<file path="src/rtl/lsa_pkg.sv">
// Package: shared size codes and helpers for the load/store lane aligner.
// Assumes a data path of a whole number of 8-bit lanes.
package lsa_pkg;

    typedef enum logic [1:0] {
        SZ_BYTE = 2'b00,
        SZ_HALF = 2'b01,
        SZ_WORD = 2'b10,
        SZ_WALT = 2'b11
    } acc_size_e;

    localparam int LANE_W = 8;

    // True when the code denotes a full-word access.
    function automatic logic is_word(input acc_size_e sz);
        return sz[1];
    endfunction

endpackage

</file>
<file path="src/rtl/lsa_addr_gen.sv">
// Module: effective address and alignment check.
// Adds a sign-extended displacement to the base, exposes the lane offset
// within the word and flags accesses whose address does not suit their size.
// Assumes ADDR_W >= DISP_W and a power-of-two lane count.
module lsa_addr_gen
    import lsa_pkg::*;
#(
    parameter int ADDR_W    = 32,
    parameter int DISP_W    = 16,
    parameter int NUM_LANES = 4
) (
    input  logic [ADDR_W-1:0] base_addr,
    input  logic [DISP_W-1:0] disp,
    input  acc_size_e         acc_size,
    output logic [ADDR_W-1:0] word_addr,
    output logic [$clog2(NUM_LANES)-1:0] lane_off,
    output logic              misalign
);
    localparam int OFF_W = $clog2(NUM_LANES);

    logic [ADDR_W-1:0] disp_ext;
    logic [ADDR_W-1:0] eff_addr;

    // Widen the displacement by copying its sign bit.
    always_comb begin
        disp_ext = {{(ADDR_W-DISP_W){disp[DISP_W-1]}}, disp};
    end

    // Form the byte address and split it into word and lane parts.
    always_comb begin
        eff_addr  = base_addr + disp_ext;
        lane_off  = eff_addr[OFF_W-1:0];
        word_addr = {eff_addr[ADDR_W-1:OFF_W], {OFF_W{1'b0}}};
    end

    // Decide whether the lane offset is legal for the requested size.
    always_comb begin
        unique case (acc_size)
            SZ_BYTE: misalign = 1'b0;
            SZ_HALF: misalign = lane_off[0];
            default: misalign = |lane_off;
        endcase
    end

endmodule

</file>
<file path="src/rtl/lsa_store_lanes.sv">
// Module: store lane steering.
// Copies the right-justified store value into every lane it may occupy and
// raises the strobes of the lanes that the address selects, lowest address
// on the most significant lane. Assumes the access was checked for alignment.
module lsa_store_lanes
    import lsa_pkg::*;
#(
    parameter int DATA_W    = 32,
    parameter int NUM_LANES = DATA_W / LANE_W
) (
    input  logic [DATA_W-1:0]            st_data,
    input  acc_size_e                    acc_size,
    input  logic [$clog2(NUM_LANES)-1:0] lane_off,
    input  logic                         enable,
    output logic [NUM_LANES-1:0]         byte_en,
    output logic [DATA_W-1:0]            wr_word
);
    localparam int OFF_W = $clog2(NUM_LANES);

    // Lane number that carries the addressed byte (mirror of the offset).
    logic [OFF_W-1:0] top_lane;

    // Map the address offset onto the big-endian lane number.
    always_comb begin
        top_lane = ~lane_off;
    end

    for (genvar i = 0; i < NUM_LANES; i++) begin : g_lane
        localparam logic [OFF_W-1:0] LANE_ID = OFF_W'(i);
        logic hit;

        // Decide whether lane i is written by this access.
        always_comb begin
            unique case (acc_size)
                SZ_BYTE: hit = (LANE_ID == top_lane);
                SZ_HALF: hit = (LANE_ID[OFF_W-1:1] == top_lane[OFF_W-1:1]);
                default: hit = 1'b1;
            endcase
            byte_en[i] = enable & hit;
        end

        // Pick the store byte that belongs on lane i.
        always_comb begin
            if (!enable) begin
                wr_word[i*LANE_W +: LANE_W] = '0;
            end else begin
                unique case (acc_size)
                    SZ_BYTE: wr_word[i*LANE_W +: LANE_W] = st_data[LANE_W-1:0];
                    SZ_HALF: wr_word[i*LANE_W +: LANE_W] =
                                 st_data[(i % 2)*LANE_W +: LANE_W];
                    default: wr_word[i*LANE_W +: LANE_W] = st_data[i*LANE_W +: LANE_W];
                endcase
            end
        end
    end

endmodule

</file>
<file path="src/rtl/lsa_load_extend.sv">
// Module: load lane selection and extension.
// Selects the addressed byte or halfword from the read word under
// big-endian order and widens it with sign or zero fill.
// Assumes the access was checked for alignment.
module lsa_load_extend
    import lsa_pkg::*;
#(
    parameter int DATA_W    = 32,
    parameter int NUM_LANES = DATA_W / LANE_W
) (
    input  logic [DATA_W-1:0]            rd_word,
    input  acc_size_e                    acc_size,
    input  logic [$clog2(NUM_LANES)-1:0] lane_off,
    input  logic                         is_unsigned,
    input  logic                         enable,
    output logic [DATA_W-1:0]            ld_result
);
    localparam int OFF_W  = $clog2(NUM_LANES);
    localparam int HALF_W = 2 * LANE_W;

    logic [OFF_W-1:0]  byte_lane;
    logic [OFF_W-2:0]  half_idx;
    logic [LANE_W-1:0] sel_byte;
    logic [HALF_W-1:0] sel_half;
    logic              fill_b;
    logic              fill_h;

    // Mirror the offset to find the lane and halfword holding the data.
    always_comb begin
        byte_lane = ~lane_off;
        half_idx  = ~lane_off[OFF_W-1:1];
    end

    // Extract the candidate byte and halfword from the read word.
    always_comb begin
        sel_byte = rd_word[byte_lane*LANE_W +: LANE_W];
        sel_half = rd_word[half_idx*HALF_W +: HALF_W];
        fill_b   = ~is_unsigned & sel_byte[LANE_W-1];
        fill_h   = ~is_unsigned & sel_half[HALF_W-1];
    end

    // Widen the value chosen by the access size.
    always_comb begin
        if (!enable) begin
            ld_result = '0;
        end else begin
            unique case (acc_size)
                SZ_BYTE: ld_result = {{(DATA_W-LANE_W){fill_b}}, sel_byte};
                SZ_HALF: ld_result = {{(DATA_W-HALF_W){fill_h}}, sel_half};
                default: ld_result = rd_word;
            endcase
        end
    end

endmodule

</file>
<file path="src/rtl/be_ldst_align.sv">
// Module: big-endian load/store lane aligner, top level.
// Combines the address, store and load paths and registers every output,
// so results appear one clock after their inputs. Assumes a memory that
// is byte-addressed and DATA_W bits wide.
module be_ldst_align
    import lsa_pkg::*;
#(
    parameter int ADDR_W = 32,
    parameter int DATA_W = 32,
    parameter int DISP_W = 16
) (
    input  logic                 clk,
    input  logic                 rst_n,
    input  logic [ADDR_W-1:0]    base_addr,
    input  logic [DISP_W-1:0]    disp,
    input  logic [1:0]           acc_size,
    input  logic                 is_unsigned,
    input  logic                 is_store,
    input  logic [DATA_W-1:0]    st_data,
    input  logic [DATA_W-1:0]    rd_word,
    output logic [ADDR_W-1:0]    mem_addr,
    output logic [DATA_W/8-1:0]  byte_en,
    output logic [DATA_W-1:0]    wr_word,
    output logic [DATA_W-1:0]    ld_result,
    output logic                 misalign
);
    localparam int NUM_LANES = DATA_W / LANE_W;
    localparam int OFF_W     = $clog2(NUM_LANES);

    acc_size_e             size_q;
    logic [ADDR_W-1:0]     word_addr_c;
    logic [OFF_W-1:0]      lane_off_c;
    logic                  misalign_c;
    logic [NUM_LANES-1:0]  byte_en_c;
    logic [DATA_W-1:0]     wr_word_c;
    logic [DATA_W-1:0]     ld_result_c;
    logic                  st_go;
    logic                  ld_go;

    // Interpret the raw size code as the shared enumeration.
    always_comb begin
        size_q = acc_size_e'(acc_size);
        st_go  = is_store & ~misalign_c;
        ld_go  = ~is_store & ~misalign_c;
    end

    lsa_addr_gen #(
        .ADDR_W    (ADDR_W),
        .DISP_W    (DISP_W),
        .NUM_LANES (NUM_LANES)
    ) u_addr (
        .base_addr (base_addr),
        .disp      (disp),
        .acc_size  (size_q),
        .word_addr (word_addr_c),
        .lane_off  (lane_off_c),
        .misalign  (misalign_c)
    );

    lsa_store_lanes #(
        .DATA_W    (DATA_W),
        .NUM_LANES (NUM_LANES)
    ) u_store (
        .st_data  (st_data),
        .acc_size (size_q),
        .lane_off (lane_off_c),
        .enable   (st_go),
        .byte_en  (byte_en_c),
        .wr_word  (wr_word_c)
    );

    lsa_load_extend #(
        .DATA_W    (DATA_W),
        .NUM_LANES (NUM_LANES)
    ) u_load (
        .rd_word     (rd_word),
        .acc_size    (size_q),
        .lane_off    (lane_off_c),
        .is_unsigned (is_unsigned),
        .enable      (ld_go),
        .ld_result   (ld_result_c)
    );

    // Capture the combined results, cleared by the synchronous reset.
    always_ff @(posedge clk) begin
        if (!rst_n) begin
            mem_addr  <= '0;
            byte_en   <= '0;
            wr_word   <= '0;
            ld_result <= '0;
            misalign  <= 1'b0;
        end else begin
            mem_addr  <= word_addr_c;
            byte_en   <= byte_en_c;
            wr_word   <= wr_word_c;
            ld_result <= ld_result_c;
            misalign  <= misalign_c;
        end
    end

    // A flagged access must leave strobes and load data empty.
    p_quiet_on_misalign_r4: assert property (@(posedge clk) disable iff (!rst_n)
        misalign |-> (byte_en == '0) && (ld_result == '0));

    // Loads never drive strobes or write data.
    p_load_no_write_r8: assert property (@(posedge clk) disable iff (!rst_n)
        !is_store |=> (byte_en == '0) && (wr_word == '0));

    // A byte store touches exactly one lane unless it was rejected.
    p_byte_one_lane_r5: assert property (@(posedge clk) disable iff (!rst_n)
        (is_store && acc_size == SZ_BYTE) |=> ($countones(byte_en) == 1));

    // An accepted halfword store touches exactly two lanes.
    p_half_two_lanes_r6: assert property (@(posedge clk) disable iff (!rst_n)
        (is_store && acc_size == SZ_HALF) |=> misalign || ($countones(byte_en) == 2));

    // Unsigned byte loads leave the upper bits clear.
    p_ubyte_zero_fill_r9: assert property (@(posedge clk) disable iff (!rst_n)
        (!is_store && is_unsigned && acc_size == SZ_BYTE) |=>
            (ld_result[DATA_W-1:LANE_W] == '0));

    // An accepted word load passes the read word through.
    p_word_pass_r11: assert property (@(posedge clk) disable iff (!rst_n)
        (!is_store && acc_size[1]) |=> misalign || (ld_result == $past(rd_word)));

endmodule

</file>
<file path="config.mk">
export PLATFORM = sky130hd
export DESIGN_NAME = be_ldst_align
export DESIGN_NICKNAME = d
export VERILOG_FILES = /design/src/rtl/lsa_pkg.sv /design/src/rtl/lsa_addr_gen.sv /design/src/rtl/lsa_store_lanes.sv /design/src/rtl/lsa_load_extend.sv /design/src/rtl/be_ldst_align.sv
export SDC_FILE = /design/constraint.sdc
export NUM_CORES = 1
export LEC_CHECK = 0
export BUFFER_PORTS_ARGS = -buffer_cell sky130_fd_sc_hd__buf_2
export CAP_MARGIN = 20
export CORE_MARGIN = 2
export CORE_UTILIZATION = 45
export CTS_BUF_LIST = sky130_fd_sc_hd__clkbuf_8
export CTS_CLUSTER_DIAMETER = 120
export DETAILED_ROUTE_END_ITERATION = 12
export PLACE_DENSITY = 0.79
export SYNTH_ARGS = -nofsm -noshare
export SYNTH_HDL_FRONTEND = slang
export SYNTH_SLANG_ARGS = --single-unit
</file>
<file path="constraint.sdc">
create_clock -name clk -period 1.9 [get_ports clk]
set_input_delay 0 -clock clk [delete_from_list [all_inputs] [get_ports clk]]
set_output_delay 0 -clock clk [all_outputs]
set_load 0.05 [all_outputs]
</file>
==> metrics.md, run 1 <==
| Metric | Value |
|---|---|
| Status | `finished clean` |
| FP Rows | `39` |
| Least-Margin Pin Slew | `between 0.5 and 0.6 ns` |
| Cell taking the most area after synthesis | `dfxtp_1` |
| Count of clock tree sinks | `99` |
| Netlist cell types | `57` |
| Post-Syn Instances | `between 600 and 700` |
| First-pass GRT wire length | `29,100 um` |
| Clock buffer depth | `2` |
| Pwr Total | `about 0.0058 W` |
| Port Buffers | `around 220` |
| EDFF count, synth | `0` |
| Highest metal used | `met4` |
| Drt first-iter violations | `497` |
| Fill count | `roughly 850` |
| Primary FF master, synth | `dfxtp_1` |
| WS Path Type | `primary input to flip-flop` |
| Antenna Nets Post-Route | `0` |
| Post-Syn Area | `5240 um2` |
| Final core utilization | `a little over two thirds` |
| Power per Cell Area | `approximately 730 nW/um2` |
| Fin area | `7900 um2` |
| Async SR Flop Fraction | `0%` |
| Most common cell in the netlist | `dfxtp_1` |
| Setup violators final | `0` |
| Fin cells | `approximately 1,100` |
| Slew margin rel. | `between 60% and 70%` |
| P_leak | `3.88 nW` |
| RSZ-0062 raised after global routing | `no` |
| Synth warn | `0` |
| Antenna Cells | `0` |
| Number of max-cap violations | `0` |
| Crit share post-route | `94.6%` |
| Vias in the first global route | `6,127` |
| Max Fclk | `556 MHz` |
| Register bit total from synthesis | `roughly 100` |
| Placed cell count | `slightly above 1,000` |
| CP startpoint kind | `primary input` |
| Die height | `about 110 um` |
| Max FO, Critical Path | `43` |
| Total wire length | `about 18,000 um` |
| Total CTS buffers | `9` |
| Max-slew violation count | `0` |
| Initial antenna violation count | `0` |
| H-tree Lvls | `3` |
| Root Buffer Master | `clkbuf_8` |
| WL met1 | `~7200 um` |
| Hold Fails Final Rpt | `0` |
| Seq/Total Area, Yosys | `between 30 and 40%` |
| Initial Utilization | `46.1%` |
| Via count | `slightly above 6,000` |
| Top Ports | `roughly 220` |
| DIE WIDTH | `112 um` |
| CP required | `2.16 ns` |
| Commonest cells post-synth | `99 x dfxtp_1, 82 x a21oi_1, 76 x nand2_1` |
| Nets@finish | `~1,100` |
| Full die area | `about 13,000 um2` |
| Layout cell share with drive strength beyond 1 | `between 30 and 40%` |
| Wire length on met2 | `approximately 8800 um` |
| Yosys top cell area share | `a little under two fifths` |
| Met3 WL post-DR | `roughly 1300 um` |
| Placed inst area | `roughly 7000 um2` |
| Sequential Area | `slightly below 2000 um2` |
| Worst vdd ir | `0.431 mV` |
| DR vias/cell | `roughly 5.5` |
| DR DRC count | `0` |
| Post_cts resized | `0` |
| Routed len/inst | `16.1 um` |
| DRT Pass-1 Iters | `6` |
| CTS clk-pin slew, worst paths | `roughly 0.11 ns` |
| Min-delay worst type | `primary input to flip-flop` |
| Area growth syn-to-layout | `50.8%` |
| HPWL Detailed | `around 12,000 um` |
| Largest net degree at the start of global routing | `44` |
| Core area | `approximately 11,000 um2` |
| CP Capture Type | `flip-flop` |
| Crit path arrival time | `approximately 2.1 ns` |
| Top cells by area, synth | `dfxtp_1 38%, a21oi_1 7.8%, ha_1 7.4%, nand2_1 5.4%, nor2_1 5.2%` |
| Congestion Overflow GR | `0` |
| CTS tree | `done` |
| Avg Inst Size Synth | `between 8 and 9 um2` |
| Global router's overall resource usage | `about 28%` |
| Min cycle time layout | `about 1.8 ns` |
| RePlAce Congestion | `0.899` |
| Multi-input gate area | `3080 um2` |
worst paths after layout:
| check | startpoint | endpoint | slack (ns) | cells past startpoint |
|---|---|---|---|---|
| setup / recovery | acc_size[1] | wr_word[19] | 0.10 | 6 |
| hold / removal | rst_n | mem_addr[28] | 0.08 | 3 |
registers in the layout, indices dropped and copies added, names as in the netlist:
signal,flops
misalign,1
byte_en,4
wr_word,32
mem_addr,30
ld_result,32
stage by stage:
| stage | TNS [ns] | hold slack [ns] | setup slack (ns) |
|---|---|---|---|
| floorplan | 0 | 0.122 | 0.0162 |
| global placement | -4.31 | 0.226 | -0.147 |
| detailed placement | -7.49 | 0.231 | -0.217 |
| CTS | 0 | 0.0442 | 0.176 |
| global route | 0 | 0.0766 | 0.0219 |
| finish | 0 | 0.0776 | 0.103 |
power breakdown:
group	leakage [nW]	total, W	internal [W]	switching, W
registers	0.811	0.00226	0.00222	0.0000391
logic	2.97	0.00223	0.000863	0.00137
clock network	0.0963	0.00129	0.000499	0.000787
logic make-up (layout without fill, tap and decap cells):
group	after synthesis	in the layout	share of synthesized area (%)
AND/OR/NAND/NOR	225	225	19.7
AO/OA/AOI/OAI	178	178	21.4
flip-flops	99	99	37.8
buffers and inverters	48	392	3.82
adder cells (fa/ha/maj)	32	32	7.79
multiplexers	30	30	5.92
XOR/XNOR	21	21	3.51
other	1	2	0.0716
cell type report:
cell class | instances | share of cell area, %
Inverter | 11 | 0.523
Clock buffer | 9 | 1.57
Timing Repair Buffer | 365 | 30.9
Multi-Input combinational cell | 488 | 39.0
Clock inverter | 7 | 0.713
Tap cell | 143 | 2.26
Sequential cell | 99 | 25.1
cells in the final DEF (no fill, tap or decap), types with 6 or more instances in the layout:
cell type	instances
a21o_1	8
mux2i_1	22
a21oi_1	82
o22ai_1	15
dfxtp_1	99
and2_1	12
clkbuf_8	9
dlygate4sd3_1	75
o21ai_0	17
o21ai_1	6
xnor2_1	8
a211oi_1	7
nor2_1	73
buf_4	70
buf_2	216
nand2b_1	12
inv_1	10
nand3_1	11
nor3_1	13
xor2_1	13
a22oi_1	10
a31oi_1	8
ha_1	30
nand2_1	76
mux2_2	7
worst max-delay path: stages:
cell	delay (ns)
dlygate4sd3_1	0.53
buf_2	0.15
buf_4	0.46
mux2i_1	0.27
dlygate4sd3_1	0.58
nor2_1	0.05
per-layer routing:
layer  global-route usage (%)  vias to the layer above
li1                         -                     2922
met1                     33.0                     2809
met2                     49.9                      330
met3                     4.84                       71
met4                     13.7                        0
met5                        0                        -
timing repair:
item                                    in CTS  in global routing
hold buffers                                75                  0
endpoints found under the setup margin       0                  0
hold endpoints to repair                    67                  0
buffers inserted                             0                  0
Power figures use the tool's default switching activity.
==> run 2: changes to the inputs <==
--- a/config.mk
+++ b/config.mk
@@ -7,12 +7,14 @@
 export LEC_CHECK = 0
 export BUFFER_PORTS_ARGS = -buffer_cell sky130_fd_sc_hd__buf_2
 export CAP_MARGIN = 20
+export CELL_PAD_IN_SITES_DETAIL_PLACEMENT = 0
+export CELL_PAD_IN_SITES_GLOBAL_PLACEMENT = 1
 export CORE_MARGIN = 2
-export CORE_UTILIZATION = 45
+export CORE_UTILIZATION = 32
 export CTS_BUF_LIST = sky130_fd_sc_hd__clkbuf_8
 export CTS_CLUSTER_DIAMETER = 120
 export DETAILED_ROUTE_END_ITERATION = 12
-export PLACE_DENSITY = 0.79
+export PLACE_DENSITY_LB_ADDON = 0.1
 export SYNTH_ARGS = -nofsm -noshare
 export SYNTH_HDL_FRONTEND = slang
 export SYNTH_SLANG_ARGS = --single-unit
==> metrics.md, run 2 (synthesis gave the netlist of run 1 again) <==
| Metric | Value |
|---|---|
| Status | `finished clean` |
| H-tree Lvls | `3 (unchanged)` |
| Fin area | `8050 um2 (+1.9%)` |
| CP Capture Type | `flip-flop` |
| HPWL Detailed | `13,300 um (+12%)` |
| Most frequent cells in the layout | `216 x buf_2, 99 x dfxtp_1, 82 x a21oi_1` |
| Layout cell share with drive strength beyond 1 | `33.7% (-0.071 points)` |
| DR vias/cell | `4.82 (-12%)` |
| WL met1 | `7740 um (+7.1%)` |
| First-pass GRT wire length | `28,500 um (-1.8%)` |
| Total CTS buffers | `9 (unchanged)` |
| Placed inst area | `7070 um2 (+1.5%)` |
| Fill count | `1,588 (+87%)` |
| Antenna Cells | `0 (unchanged)` |
| Post_cts resized | `0 (unchanged)` |
| Nets@finish | `1,132 (+0.71%)` |
| Max-slew violation count | `0 (unchanged)` |
| Congestion Overflow GR | `0 (unchanged)` |
| CP required | `2.21 ns (+0.05 ns)` |
| Top flop regs | `ld_result (32), wr_word (32), mem_addr (30)` |
| Top Ports | `219 (unchanged)` |
| Min-delay worst type | `primary input to flip-flop` |
| Slew margin rel. | `58.1% (-4.3 points)` |
| Via count | `5,796 (-5.5%)` |
| DIE WIDTH | `132 um (+18%)` |
| WS Path Type | `primary input to flip-flop` |
| Area growth syn-to-layout | `53.6%` |
| Die height | `132 um (+18%)` |
| Vias in the first global route | `5,728 (-6.5%)` |
| Count of clock tree sinks | `99 (unchanged)` |
| Antenna Nets Post-Route | `0 (unchanged)` |
| Hold Fails Final Rpt | `0 (unchanged)` |
| P_leak | `3.89 nW (+0.35%)` |
| FP Rows | `46 (+18%)` |
| Final core utilization | `50.5% (-19 points)` |
| Full die area | `17,400 um2 (+39%)` |
| Setup violators final | `0 (unchanged)` |
| Number of max-cap violations | `0 (unchanged)` |
| Post CTS Setup Buffer Count | `0 (unchanged)` |
| Wire length on met2 | `8750 um (-0.56%)` |
| DR DRC count | `0 (unchanged)` |
| Worst vdd ir | `0.313 mV (-28%)` |
| Highest metal used | `met4` |
| Min cycle time layout | `1.77 ns (-0.0316 ns)` |
| CTS tree | `done` |
| Core area | `15,900 um2 (+40%)` |
| Power per Cell Area | `721 nW/um2 (-1.4%)` |
| Clock buffer depth | `2 (unchanged)` |
| Total wire length | `17,800 um (-1.5%)` |
| Root Buffer Master | `clkbuf_8` |
| Leading cell type in the layout, fill and taps excluded | `buf_2` |
| DRT Pass-1 Iters | `5 (-1)` |
| RSZ-0062 raised after global routing | `no` |
| RePlAce Congestion | `0.815 (-9.4%)` |
| Crit share post-route | `92.9% (-1.7 points)` |
| Max FO, Critical Path | `5 (-88%)` |
| CTS clk-pin slew, worst paths | `0.10 ns (about the same)` |
| Hold-fix buffers at CTS | `80 (+6.7%)` |
| Met3 WL post-DR | `875 um (-31%)` |
| Max Fclk | `566 MHz (+1.8%)` |
| Least-Margin Pin Slew | `0.626 ns (+0.0648 ns)` |
| Largest net degree at the start of global routing | `33 (-25%)` |
| Routed len/inst | `14.8 um (-8.2%)` |
| Port Buffers | `216 (unchanged)` |
| Initial Utilization | `32.9% (-13 points)` |
| Crit path arrival time | `2.08 ns (+0.02 ns)` |
| Global router's overall resource usage | `20.1% (-8.1 points)` |
| Initial antenna violation count | `0 (unchanged)` |
| CP startpoint kind | `primary input` |
| Min-delay src | `rst_n` |
| Hold path depth | `3 (unchanged)` |
| Worst Hold End | `byte_en[0]` |
| Drt first-iter violations | `241 (-52%)` |
[run 2: cell count changes in the layout (fill, tap and decap cells not counted), sizes merged]
cell and change:
dlygate4sd3 +5, buf +3, clkinvlp +3, clkinv -2, inv -1
[run 2: critical path, cell delays in order]
cell	delay, ns
buf_2	0.10
ha_4	0.14
inv_2	0.04
fa_2	0.35
nand2b_1	0.17
a21oi_1	0.27
o31ai_1	0.18
o211ai_4	0.30
a21boi_4	0.13
o31ai_4	0.19
mux2i_1	0.19
[run 2: power by group]
part	switching [W]	total (W)	internal, W
registers	0.0000419	0.00226	0.00222
clock network	0.000828	0.00131	0.000484
logic	0.00135	0.00223	0.000879
[run 2: cell type report]
cell class | instances | area [um2] | share of cell area, %
clock buffer | 9 | 124 | 1.54
timing repair buffer | 373 | 2500 | 31.0
tap | 216 | 270 | 3.36
clock inverter | 7 | 51.3 | 0.638
inverter | 11 | 41.3 | 0.513
sequential | 99 | 1980 | 24.6
multi-input combinational | 488 | 3080 | 38.3
[run 2: per-layer routing]
layer / vias to the layer above / global-route usage, %
met5: - / 0
met4: 0 / 7.97
met3: 29 / 3.50
met2: 178 / 35.0
met1: 2658 / 24.6
li1: 2931 / -
[run 2: per-stage QoR]
step	TNS [ns]	total power (W)	cells	hold WS (ns)	setup slack, ns
2_1_floorplan	0	0.00367	635	0.122	0.0162
3_3_place_gp	-6.16	0.00438	1107	0.233	-0.186
3_5_place_dp	-7.80	0.00439	1107	0.237	-0.246
4_1_cts	0	0.00584	1203	0.0245	0.151
5_1_grt	0	0.00612	1203	0.0524	0.00660
6_report	0	0.00580	1203	0.0354	0.134
[run 2: worst max path at each step]
stage | start | slack, ns | to | depth (start not counted)
after floorplan | base_addr[0] | 0.02 | ld_result[15] | 10
after global placement | base_addr[0] | -0.19 | mem_addr[26] | 11
after detailed placement | base_addr[0] | -0.25 | mem_addr[26] | 11
after CTS | acc_size[1] | 0.15 | ld_result[29] | 7
after global routing | base_addr[0] | 0.007 | mem_addr[26] | 11
final | base_addr[0] | 0.13 | mem_addr[26] | 11
==> run 3: changes to the inputs <==
==> constraint.sdc (replaced) <==
create_clock -name clk -period 1.9 [get_ports clk]
set_input_delay 0.095 -clock clk [delete_from_list [all_inputs] [get_ports clk]]
set_output_delay 0.095 -clock clk [all_outputs]
set_load 0.05 [all_outputs]
==> metrics.md, run 3 (synthesis gave the netlist of run 1 again) <==
| Metric | Value |
|---|---|
| Slew margin rel. | `61.1% (+3.0 points)` |
| Setup ws final | `0.104 ns (-0.0304 ns)` |
| Port Buffers | `216 (unchanged)` |
| Flop pwr share | `38.2% (-0.8 points)` |
| Worst vdd ir | `0.347 mV (+11%)` |
| Critical Path Max Stage Delay | `0.65 ns (+0.30 ns)` |
| H-tree Lvls | `3 (unchanged)` |
| DRT Pass-1 Iters | `4 (-1)` |
| Most frequent cells in the layout | `216 x buf_2, 106 x buf_4, 99 x dfxtp_1` |
| Count of clock tree sinks | `99 (unchanged)` |
| Area growth syn-to-layout | `55.2%` |
| CP Cell Sequence | `buf_2 > ha_4 > inv_2 > fa_2 > buf_4 > mux2i_1 > nand2_1 > o211ai_1 > a211o_1 > buf_12 > a21oi_1` |
| Routed len/inst | `14.5 um (-1.6%)` |
| CTS clk-pin slew, worst paths | `0.10 ns (about the same)` |
| DIE WIDTH | `132 um (unchanged)` |
| Least-Margin Pin Slew | `0.582 ns (-0.0449 ns)` |
| Max Fclk | `557 MHz (-1.7%)` |
| Hold slack | `0.0209 ns (-0.0145 ns)` |
| Clock share of power | `22.9% (+0.3 points)` |
| CP startpoint kind | `primary input` |
| Initial antenna violation count | `0 (unchanged)` |
| Min-delay src | `is_store` |
| Full die area | `17,400 um2 (unchanged)` |
| Die height | `132 um (unchanged)` |
| Antenna Cells | `0 (unchanged)` |
| Pwr Total | `0.00591 W (+1.9%)` |
| Worst path slowest cell | `fa_2` |
| P_leak | `3.97 nW (+2.1%)` |
| Initial Utilization | `32.9% (unchanged)` |
| Largest net degree at the start of global routing | `33 (unchanged)` |
| CTS tree | `done` |
| First-pass GRT wire length | `28,100 um (-1.4%)` |
| Clock buffer depth | `2 (unchanged)` |
| Congestion Overflow GR | `0 (unchanged)` |
| Layout cell share with drive strength beyond 1 | `37.3% (+3.5 points)` |
| Vias in the first global route | `5,797 (+1.2%)` |
| Root Buffer Master | `clkbuf_8` |
| Min cycle time layout | `1.80 ns (+0.0304 ns)` |
| Core area | `15,900 um2 (unchanged)` |
| Crit share post-route | `94.5% (+1.6 points)` |
| RePlAce Congestion | `0.852 (+4.6%)` |
| Max FO, Critical Path | `16 (+11)` |
| Total CTS buffers | `9 (unchanged)` |
| Hold Fails Final Rpt | `0 (unchanged)` |
| Gate power share | `39.0% (+0.6 points)` |
| Crit path launch | `base_addr[0]` |
| Global router's overall resource usage | `19.7% (-0.42 points)` |
| Post CTS Setup Buffer Count | `0 (unchanged)` |
| Status | `finished clean` |
| Placed inst area | `7360 um2 (+4.1%)` |
| Crit path arrival time | `2.11 ns (+0.03 ns)` |
| Fin area | `8130 um2 (+1.0%)` |
| RSZ-0062 raised after global routing | `no` |
| Fill count | `1,564 (-1.5%)` |
| Via count | `5,849 (+0.91%)` |
| Cell internal pwr | `0.00365 W (+1.9%)` |
| Min-delay worst type | `primary input to flip-flop` |
| DR DRC count | `0 (unchanged)` |
| FP Rows | `46 (unchanged)` |
| Setup_tns | `0 ns (unchanged)` |
| Leading cell type in the layout, fill and taps excluded | `buf_2` |
| Psw | `0.00226 W (+2.0%)` |
| Setup violators final | `0 (unchanged)` |
| Top flop regs | `ld_result (32), wr_word (32), mem_addr (30)` |
| DR vias/cell | `4.82 (about the same)` |
| CP required | `2.21 ns (about the same)` |
| Drt first-iter violations | `246 (+2.1%)` |
| Total wire length | `17,700 um (-0.71%)` |
| CP Capture Type | `flip-flop` |
| Pre-CTS setup slack | `-0.287 ns (-0.0411 ns)` |
| Top Ports | `219 (unchanged)` |
| HPWL Detailed | `13,400 um (+1.0%)` |
| Max-slew violation count | `0 (unchanged)` |
| Number of max-cap violations | `0 (unchanged)` |
| Power per Cell Area | `728 nW/um2 (+0.91%)` |
| Antenna Nets Post-Route | `0 (unchanged)` |
| Nets@finish | `1,143 (+0.97%)` |
| WS Path Type | `primary input to flip-flop` |
| Sw frac | `38.3% (about the same)` |
-- run 3: path summary, 6_finish.rpt --
kind                  slack [ns]  cells after the start             to
worst max-delay path        0.10                     11  ld_result[27]
worst min-delay path        0.02                      3     byte_en[3]
-- run 3: cell type report --
class,count,area [um2],share of cell area [%]
clock inverters,7,65.1,0.801
multi-input cells,488,3100,38.1
repair buffers,384,2550,31.3
inverters,11,41.3,0.508
well taps,216,270,3.33
clock buffers,9,124,1.52
flip-flops and latches,99,1980,24.4
-- run 3: what timing repair did --
item | CTS | global route
gates resized for setup | 0 | 1
hold buffers | 57 | 0
setup endpoints to repair | 0 | 1
endpoints found under the hold margin | 56 | 0
-- run 3: metal layers --
layer  GRT usage, %  up-vias  wire [um]
met5              0        -          0
met4           7.79        0        356
met3           2.50       24        765
met2           33.9      186       8510
met1           25.0     2694       8040
li1               -     2945          -
-- run 3: stage by stage --
stage	util, %	std cells
after floorplan	-	635
after global placement	46.2	1141
after detailed placement	46.2	1141
after CTS	50.9	1214
after global routing	51.0	1214
final	51.0	1214
-- run 3: power by group through the flow --
stage               Combinational [W]  Clock (W)  Sequential [W]
finish                        0.00230    0.00135         0.00226
global route                  0.00248    0.00147         0.00227
CTS                           0.00230    0.00139         0.00226
global placement              0.00219          0         0.00231
detailed placement            0.00220          0         0.00231
floorplan                    0.000851          0         0.00282
-- run 3: worst max-delay path, delay by kind of cell --
| kind | cells | cell delay, ns |
|---|---|---|
| buf+inv | 4 | 0.44 |
| fa+ha+maj | 2 | 0.78 |
| compound gates | 3 | 0.64 |
| simple gates | 1 | 0.07 |
| mux | 1 | 0.07 |
